--- src/rtl/fgate_pkg.sv ---
package fgate_pkg;
  typedef enum logic [1:0] {
    ACC_READ   = 2'd0,
    ACC_BRANCH = 2'd1,
    ACC_PROG   = 2'd2,
    ACC_ERASE  = 2'd3
  } acc_kind_e;
endpackage

--- src/rtl/fgate_prot_reg.sv ---
module fgate_prot_reg (
  input  logic clk,
  input  logic rst_n,
  input  logic otp_en,
  input  logic wr_mode,
  input  logic wr_en,
  input  logic wr_val,
  input  logic wr_from_flash,
  output logic prot
);
  logic act_q;
  logic take;

  // writing mode opens the bit to any origin; standard mode only to flash code
  assign take = wr_en && (wr_mode || wr_from_flash);

  always_ff @(posedge clk) begin
    if (!rst_n) act_q <= 1'b1;
    else if (take) act_q <= wr_val;
  end

  assign prot = otp_en & act_q;


  a_r5_outside_write_dropped: assert property (@(posedge clk) disable iff (!rst_n)
    (wr_en && !wr_mode && !wr_from_flash) |=> $stable(act_q));

  a_r5_flash_write_taken: assert property (@(posedge clk) disable iff (!rst_n)
    (wr_en && !wr_mode && wr_from_flash) |=> (act_q == $past(wr_val)));

  a_r6_writing_mode_taken: assert property (@(posedge clk) disable iff (!rst_n)
    (wr_en && wr_mode) |=> (act_q == $past(wr_val)));
endmodule

--- src/rtl/fgate_judge.sv ---
module fgate_judge
  import fgate_pkg::*;
#(
  parameter int DATA_W = 16
) (
  input  logic              prot,
  input  acc_kind_e         kind,
  input  logic              from_flash,
  input  logic [DATA_W-1:0] arr_data,
  output logic              allow,
  output logic [DATA_W-1:0] rdata,
  output logic              viol
);
  localparam logic [DATA_W-1:0] ALL_ONES = {DATA_W{1'b1}};

  always_comb begin
    allow = 1'b0;
    rdata = '0;
    viol  = 1'b0;
    unique case (kind)
      ACC_READ: begin
        allow = !prot || from_flash;
        rdata = allow ? arr_data : ALL_ONES;
        viol  = !allow;
      end
      ACC_BRANCH: allow = !prot || from_flash;
      ACC_PROG, ACC_ERASE: allow = !prot;
      default: allow = 1'b0;
    endcase
  end
endmodule

--- src/rtl/fgate_resp_stage.sv ---
module fgate_resp_stage #(
  parameter int DATA_W = 16
) (
  input  logic              clk,
  input  logic              rst_n,
  input  logic              in_valid,
  output logic              in_ready,
  input  logic              in_allow,
  input  logic [DATA_W-1:0] in_rdata,
  input  logic              in_viol,
  output logic              out_valid,
  input  logic              out_ready,
  output logic              out_allow,
  output logic [DATA_W-1:0] out_rdata,
  output logic              out_viol
);
  logic load;

  assign in_ready = !out_valid || out_ready;
  assign load     = in_valid && in_ready;

  always_ff @(posedge clk) begin
    if (!rst_n) begin
      out_valid <= 1'b0;
      out_viol  <= 1'b0;
      out_allow <= 1'b0;
      out_rdata <= '0;
    end else begin
      out_viol <= load && in_viol;
      if (load) begin
        out_valid <= 1'b1;
        out_allow <= in_allow;
        out_rdata <= in_rdata;
      end else if (out_ready) begin
        out_valid <= 1'b0;
      end
    end
  end


  a_r9_held_under_stall: assert property (@(posedge clk) disable iff (!rst_n)
    (out_valid && !out_ready) |=> (out_valid && $stable(out_allow) && $stable(out_rdata)));

  a_r8_viol_only_on_denial: assert property (@(posedge clk) disable iff (!rst_n)
    out_viol |-> (out_valid && !out_allow));

  a_r8_viol_single_under_stall: assert property (@(posedge clk) disable iff (!rst_n)
    (out_valid && !out_ready) |=> !out_viol);
endmodule

--- src/rtl/flash_read_guard.sv ---
module flash_read_guard
  import fgate_pkg::*;
#(
  parameter int DATA_W = 16
) (
  input  logic              clk,
  input  logic              rst_n,
  input  logic              otp_en_i,
  input  logic              wr_mode_i,
  input  logic              act_wr_en_i,
  input  logic              act_wr_val_i,
  input  logic              act_wr_from_flash_i,
  input  logic              req_valid_i,
  output logic              req_ready_o,
  input  logic [1:0]        req_kind_i,
  input  logic              req_from_flash_i,
  input  logic [DATA_W-1:0] req_arr_data_i,
  output logic              res_valid_o,
  input  logic              res_ready_i,
  output logic              res_allow_o,
  output logic [DATA_W-1:0] res_rdata_o,
  output logic              res_viol_o,
  output logic              prot_active_o
);
  logic              prot;
  logic              j_allow;
  logic [DATA_W-1:0] j_rdata;
  logic              j_viol;

  fgate_prot_reg u_prot (
    .clk           (clk),
    .rst_n         (rst_n),
    .otp_en        (otp_en_i),
    .wr_mode       (wr_mode_i),
    .wr_en         (act_wr_en_i),
    .wr_val        (act_wr_val_i),
    .wr_from_flash (act_wr_from_flash_i),
    .prot          (prot)
  );

  fgate_judge #(.DATA_W(DATA_W)) u_judge (
    .prot       (prot),
    .kind       (acc_kind_e'(req_kind_i)),
    .from_flash (req_from_flash_i),
    .arr_data   (req_arr_data_i),
    .allow      (j_allow),
    .rdata      (j_rdata),
    .viol       (j_viol)
  );

  fgate_resp_stage #(.DATA_W(DATA_W)) u_resp (
    .clk       (clk),
    .rst_n     (rst_n),
    .in_valid  (req_valid_i),
    .in_ready  (req_ready_o),
    .in_allow  (j_allow),
    .in_rdata  (j_rdata),
    .in_viol   (j_viol),
    .out_valid (res_valid_o),
    .out_ready (res_ready_i),
    .out_allow (res_allow_o),
    .out_rdata (res_rdata_o),
    .out_viol  (res_viol_o)
  );

  assign prot_active_o = prot;


  a_r4_prog_erase_blocked: assert property (@(posedge clk) disable iff (!rst_n)
    (req_valid_i && req_ready_o && req_kind_i[1] && prot_active_o) |=> (res_valid_o && !res_allow_o));

  a_r3_flash_code_reads: assert property (@(posedge clk) disable iff (!rst_n)
    (req_valid_i && req_ready_o && !req_kind_i[1] && req_from_flash_i) |=> (res_valid_o && res_allow_o));

  a_r3_unprotected_open: assert property (@(posedge clk) disable iff (!rst_n)
    (req_valid_i && req_ready_o && !prot_active_o) |=> res_allow_o);
endmodule

--- config.mk ---
export PLATFORM = sky130hd
export DESIGN_NAME = flash_read_guard
export DESIGN_NICKNAME = d
export VERILOG_FILES = /design/src/rtl/fgate_pkg.sv /design/src/rtl/fgate_prot_reg.sv /design/src/rtl/fgate_judge.sv /design/src/rtl/fgate_resp_stage.sv /design/src/rtl/flash_read_guard.sv
export SDC_FILE = /design/constraint.sdc
export NUM_CORES = 1
export LEC_CHECK = 0
export BUFFER_PORTS_ARGS = -buffer_cell sky130_fd_sc_hd__buf_2
export CAP_MARGIN = 20
export CELL_PAD_IN_SITES_DETAIL_PLACEMENT = 0
export CELL_PAD_IN_SITES_GLOBAL_PLACEMENT = 1
export CORE_ASPECT_RATIO = 0.8
export CORE_MARGIN = 1.5
export CORE_UTILIZATION = 29
export DETAILED_ROUTE_END_ITERATION = 12
export PLACE_DENSITY = 0.83
export REMOVE_ABC_BUFFERS = 1
export SYNTH_ARGS = -nofsm -noshare
export SYNTH_HDL_FRONTEND = slang
export SYNTH_SLANG_ARGS = --single-unit
--- constraint.sdc ---
create_clock -name clk -period 1.5 [get_ports clk]
set_clock_uncertainty 0.2 [all_clocks]
set_input_delay 0.375 -clock clk [delete_from_list [all_inputs] [get_ports clk]]
set_output_delay 0.375 -clock clk [all_outputs]
set_load 0.005 [all_outputs]
==> results.txt <==
The synthesis-stage register bit count was 20. The number of failing hold endpoints at the final stage came out at 0. The worst hold path begins at req_from_flash_i.

The share of the synthesized netlist area taken by xor and xnor gates is 0%. The number of clock buffers added by TritonCTS is 3. The run gives 4.72% as the met3 capacity usage during global routing.

Max-cap violations in this run came to 0. The floorplan step defined a core boundary enclosing 2500 um2. Setup violations remaining at the end of the flow were counted as 0.

The final layout contains routed wiring with a total length of 1810 um. The met2 usage came out at 20.0%. The via count of the first global-routing pass was 670; the fraction of power spent switching nets was 23.7%. The logs give 0 for the total of hold buffers inserted after clock tree synthesis and 0 for the number of synthesis warnings. The logs give 18 for the number of distinct library cells after synthesis and 55.2% for the register share of total power. After Yosys synthesis, full adders, half adders and majority gates account for 0% of the synthesized area. The run finished with clean final reports.

The tree is rooted in a clkbuf_4. The mux share of post-synthesis cell area came out at 1.28%. The share of the synthesized area in compound gates (AO/OA/AOI/OAI) came out at 23.6%.

The cell-internal power came out at 776 uW. The die is 61.2 um wide. Once placement finished, the instance area stood at 1060 um2.

The critical path goes through nand2_2 > inv_1 > buf_2. After routing the design area is 1110 um2. Hold is met by 0.0647 ns. Critical path launch point type: a flop. The floorplan row count is 16.

In this run the power density over the cells is 914 nW/um2. In the routed design, unresolved DRC markers number 0. The tools report the TritonCTS sink count as 20. The die is 49.5 um tall.

In the routed layout, each cell is associated on average with a via count of 4.53. The routed via count came out at 739. The startpoint of the worst register-to-register path is u_resp.out_valid.

Number of antenna repair diodes: 0. The post-layout net count is 156. For this run, the total global-route usage over all layers was measured as 12.5%. The path type of the worst setup path was reg2out.

The worst register-to-register path ends at u_resp.out_rdata[5]. The remaining antenna violation count after routing is 0, and the starting utilization of the core area is 31.3%. The type of destination of the critical path was a primary output.

TritonCTS built the clock tree. On the critical path the largest part of the delay comes from flip-flops. Data on the critical path is required at its endpoint by 0.92 ns.

The biggest area contributor in the post-synthesis netlist is dfxtp_1. Among all stages on the critical path, the largest delay is contributed by dfxtp_2. The synthesized-area fraction occupied by and/or/nand/nor cells was 15.9%. VDD sags by at most 0.000472 V. Share of layout cells above drive strength 1: 50.4%. The initial antenna violation count is 0, and the share of the cycle needed by the critical path after routing is 96.3%. Synthesis produced a netlist whose cell count is 75. The cell depth of the worst min-delay path was 2; the max-slew violation total from the final report was 0. The detailed-route wire length per cell was 11.1 um. The path class of the lowest-slack min-delay path was in2reg. Along the worst path, the maximum fanout reaches 3. Of the total power, the clock network draws 30.3%.

The maximum number of pins on one net before global-route repair is 18. In this run the biggest area consumer among cell types represents 51.0% of the synthesized area. The most used routing layer was met2. The analysis attributes to cell leakage a power of 0.545 nW. The clock reaches the later pin of the worst-skew pair after 0.29 ns. The first-iteration detailed-routing DRC count was 12. In the final timing run, aggregate negative setup slack is 0 ns. The relative slew slack was 81.3%.

The run gives 1 as the number of H-tree levels. The setup check on the worst reg-to-reg path leaves a slack of 0.21 ns. The largest family of logic cells by synthesized area is compound AO/OA/AOI/OAI gates. The global-route wire length before repair is 2790 um, and the count of buffers inserted at the top-level ports is 48. The worst endpoint data arrival time is 0.87 ns, and the final standard cell utilization of the core is 44.5%. The post-synthesis average cell area was 10.5 um2; the final weighted congestion of routability-driven global placement was 0.782.

Setup repair after global routing could not meet its margin everywhere. After synthesis, the cell types taking the most area are dfxtp_1 51%, o2bb2ai_1 18%, nor2_1 8.1%. The total buffers and inverters traversed by the critical path works out to 2. The number of fill cells in the layout is 253. The area growth from synthesis to layout is 41.8%.

The clock transition at the registers of the reported paths works out to 0.11 ns. The share of the Yosys chip area taken by registers is 51.0%. The tools report the post-route total power as 1.02 mW. In this run the cell area of the synthesized design comes to 785 um2. The floorplan step defined a die boundary enclosing 3030 um2. The worst-margin pin slew came out at 0.281 ns.

Combinational logic is responsible for 14.5% of the overall power. The largest stage delay on the critical path is 0.34 ns, and the I/O pin count is 49. The final HPWL from detailed placement was 1390 um; the minimum period implied by the final worst setup slack was 1.44 ns. Number of iterations in the first detailed-routing pass: 4. For met1 alone, demand over resource in global routing was 15.0%. The aggregate global routing overflow is 0.

The end point of the most critical hold path is u_resp.out_viol. The logs give 2 for the maximum clock path buffer count and 693 MHz for the peak clock frequency supported by timing. For this design the total switching power over the nets is 241 uW. The number of cells on the worst reg-to-reg path is 5.
[how the worst max path moves through the flow]
| stage | start | end | cells past startpoint |
|---|---|---|---|
| floorplan | res_ready_i | u_resp.out_rdata[0] | 3 |
| global placement | req_kind_i[1] | u_resp.out_rdata[7] | 4 |
| detailed placement | req_kind_i[1] | u_resp.out_rdata[9] | 4 |
| CTS | u_prot.act_q | prot_active_o | 3 |
| global route | u_prot.act_q | prot_active_o | 3 |
| finish | u_prot.act_q | prot_active_o | 3 |
[synth_stat cells]
cell type,n
inv_1,4
mux2i_1,1
nand2b_4,1
buf_4,1
nor2_1,17
o21ai_0,1
dfxtp_1,20
and3b_1,1
a21oi_1,3
nand2_1,2
buf_6,2
a311oi_1,1
clkbuf_2,1
nor3_2,1
clkbuf_8,1
o2bb2ai_1,16
a21oi_4,1
nand4_4,1
[what timing repair did]
action	4_1_cts	5_1_grt
endpoints found under the setup margin	1	2
pin swaps	0	0
gates resized for setup	1	2
buffers inserted	0	2
[cell families after synthesis]
kind of cell | after synthesis
muxes | 1
DFF | 20
buffers and inverters | 9
and+or+nand+nor | 23
AOI/OAI and AO/OA | 22
[cell usage in the layout (no fill, tap or decap)]
master	instances
dfxtp_1	18
nor3_2	1
o2bb2ai_1	16
clkbuf_8	1
nand4_4	1
dfxtp_2	2
nand2_1	1
nand2b_4	1
a21oi_1	3
and3b_1	1
nand2_2	1
a21oi_4	1
o21ai_0	1
buf_12	1
clkbuf_4	3
a311oi_1	1
buf_2	48
mux2i_1	1
inv_1	4
buf_4	4
nor2_1	17
[stage by stage]
step | std cells | setup slack (ns)
3_5_place_dp | 157 | 0.0365
6_report | 163 | 0.0560
2_1_floorplan | 70 | 0.231
4_1_cts | 161 | 0.00350
3_3_place_gp | 157 | 0.0931
5_1_grt | 163 | -0.00493
[power groups by stage]
stage,registers (mW),logic (mW),clock network [mW]
2_1_floorplan,0.574,0.0585,0
3_3_place_gp,0.572,0.140,0
3_5_place_dp,0.572,0.145,0
4_1_cts,0.560,0.145,0.318
5_1_grt,0.563,0.164,0.341
6_report,0.561,0.148,0.308
[sequential cells by signal, indices dropped and copies added (netlist names)]
name / flops
u_resp.out_allow: 1
u_resp.out_viol: 1
u_resp.out_valid: 1
u_prot.act_q: 1
u_resp.out_rdata: 16
[area by class of cell]
type | instances | area (um2) | share of cell area (%)
flip-flops and latches | 20 | 403 | 36.2
clock buffers | 4 | 36.3 | 3.26
well taps | 36 | 45.0 | 4.05
inverters | 4 | 15.0 | 1.35
multi-input cells | 46 | 323 | 29.0
repair buffers | 53 | 290 | 26.1
[layer usage]
metal	wire, um	up-vias	share of wire (%)
met1	841	346	46
met3	112	2	6.2
met2	834	26	46
li1	-	365	-
met4	21	0	1.2
met5	0	-	0
No activity file was read; power rests on OpenSTA's default activity.
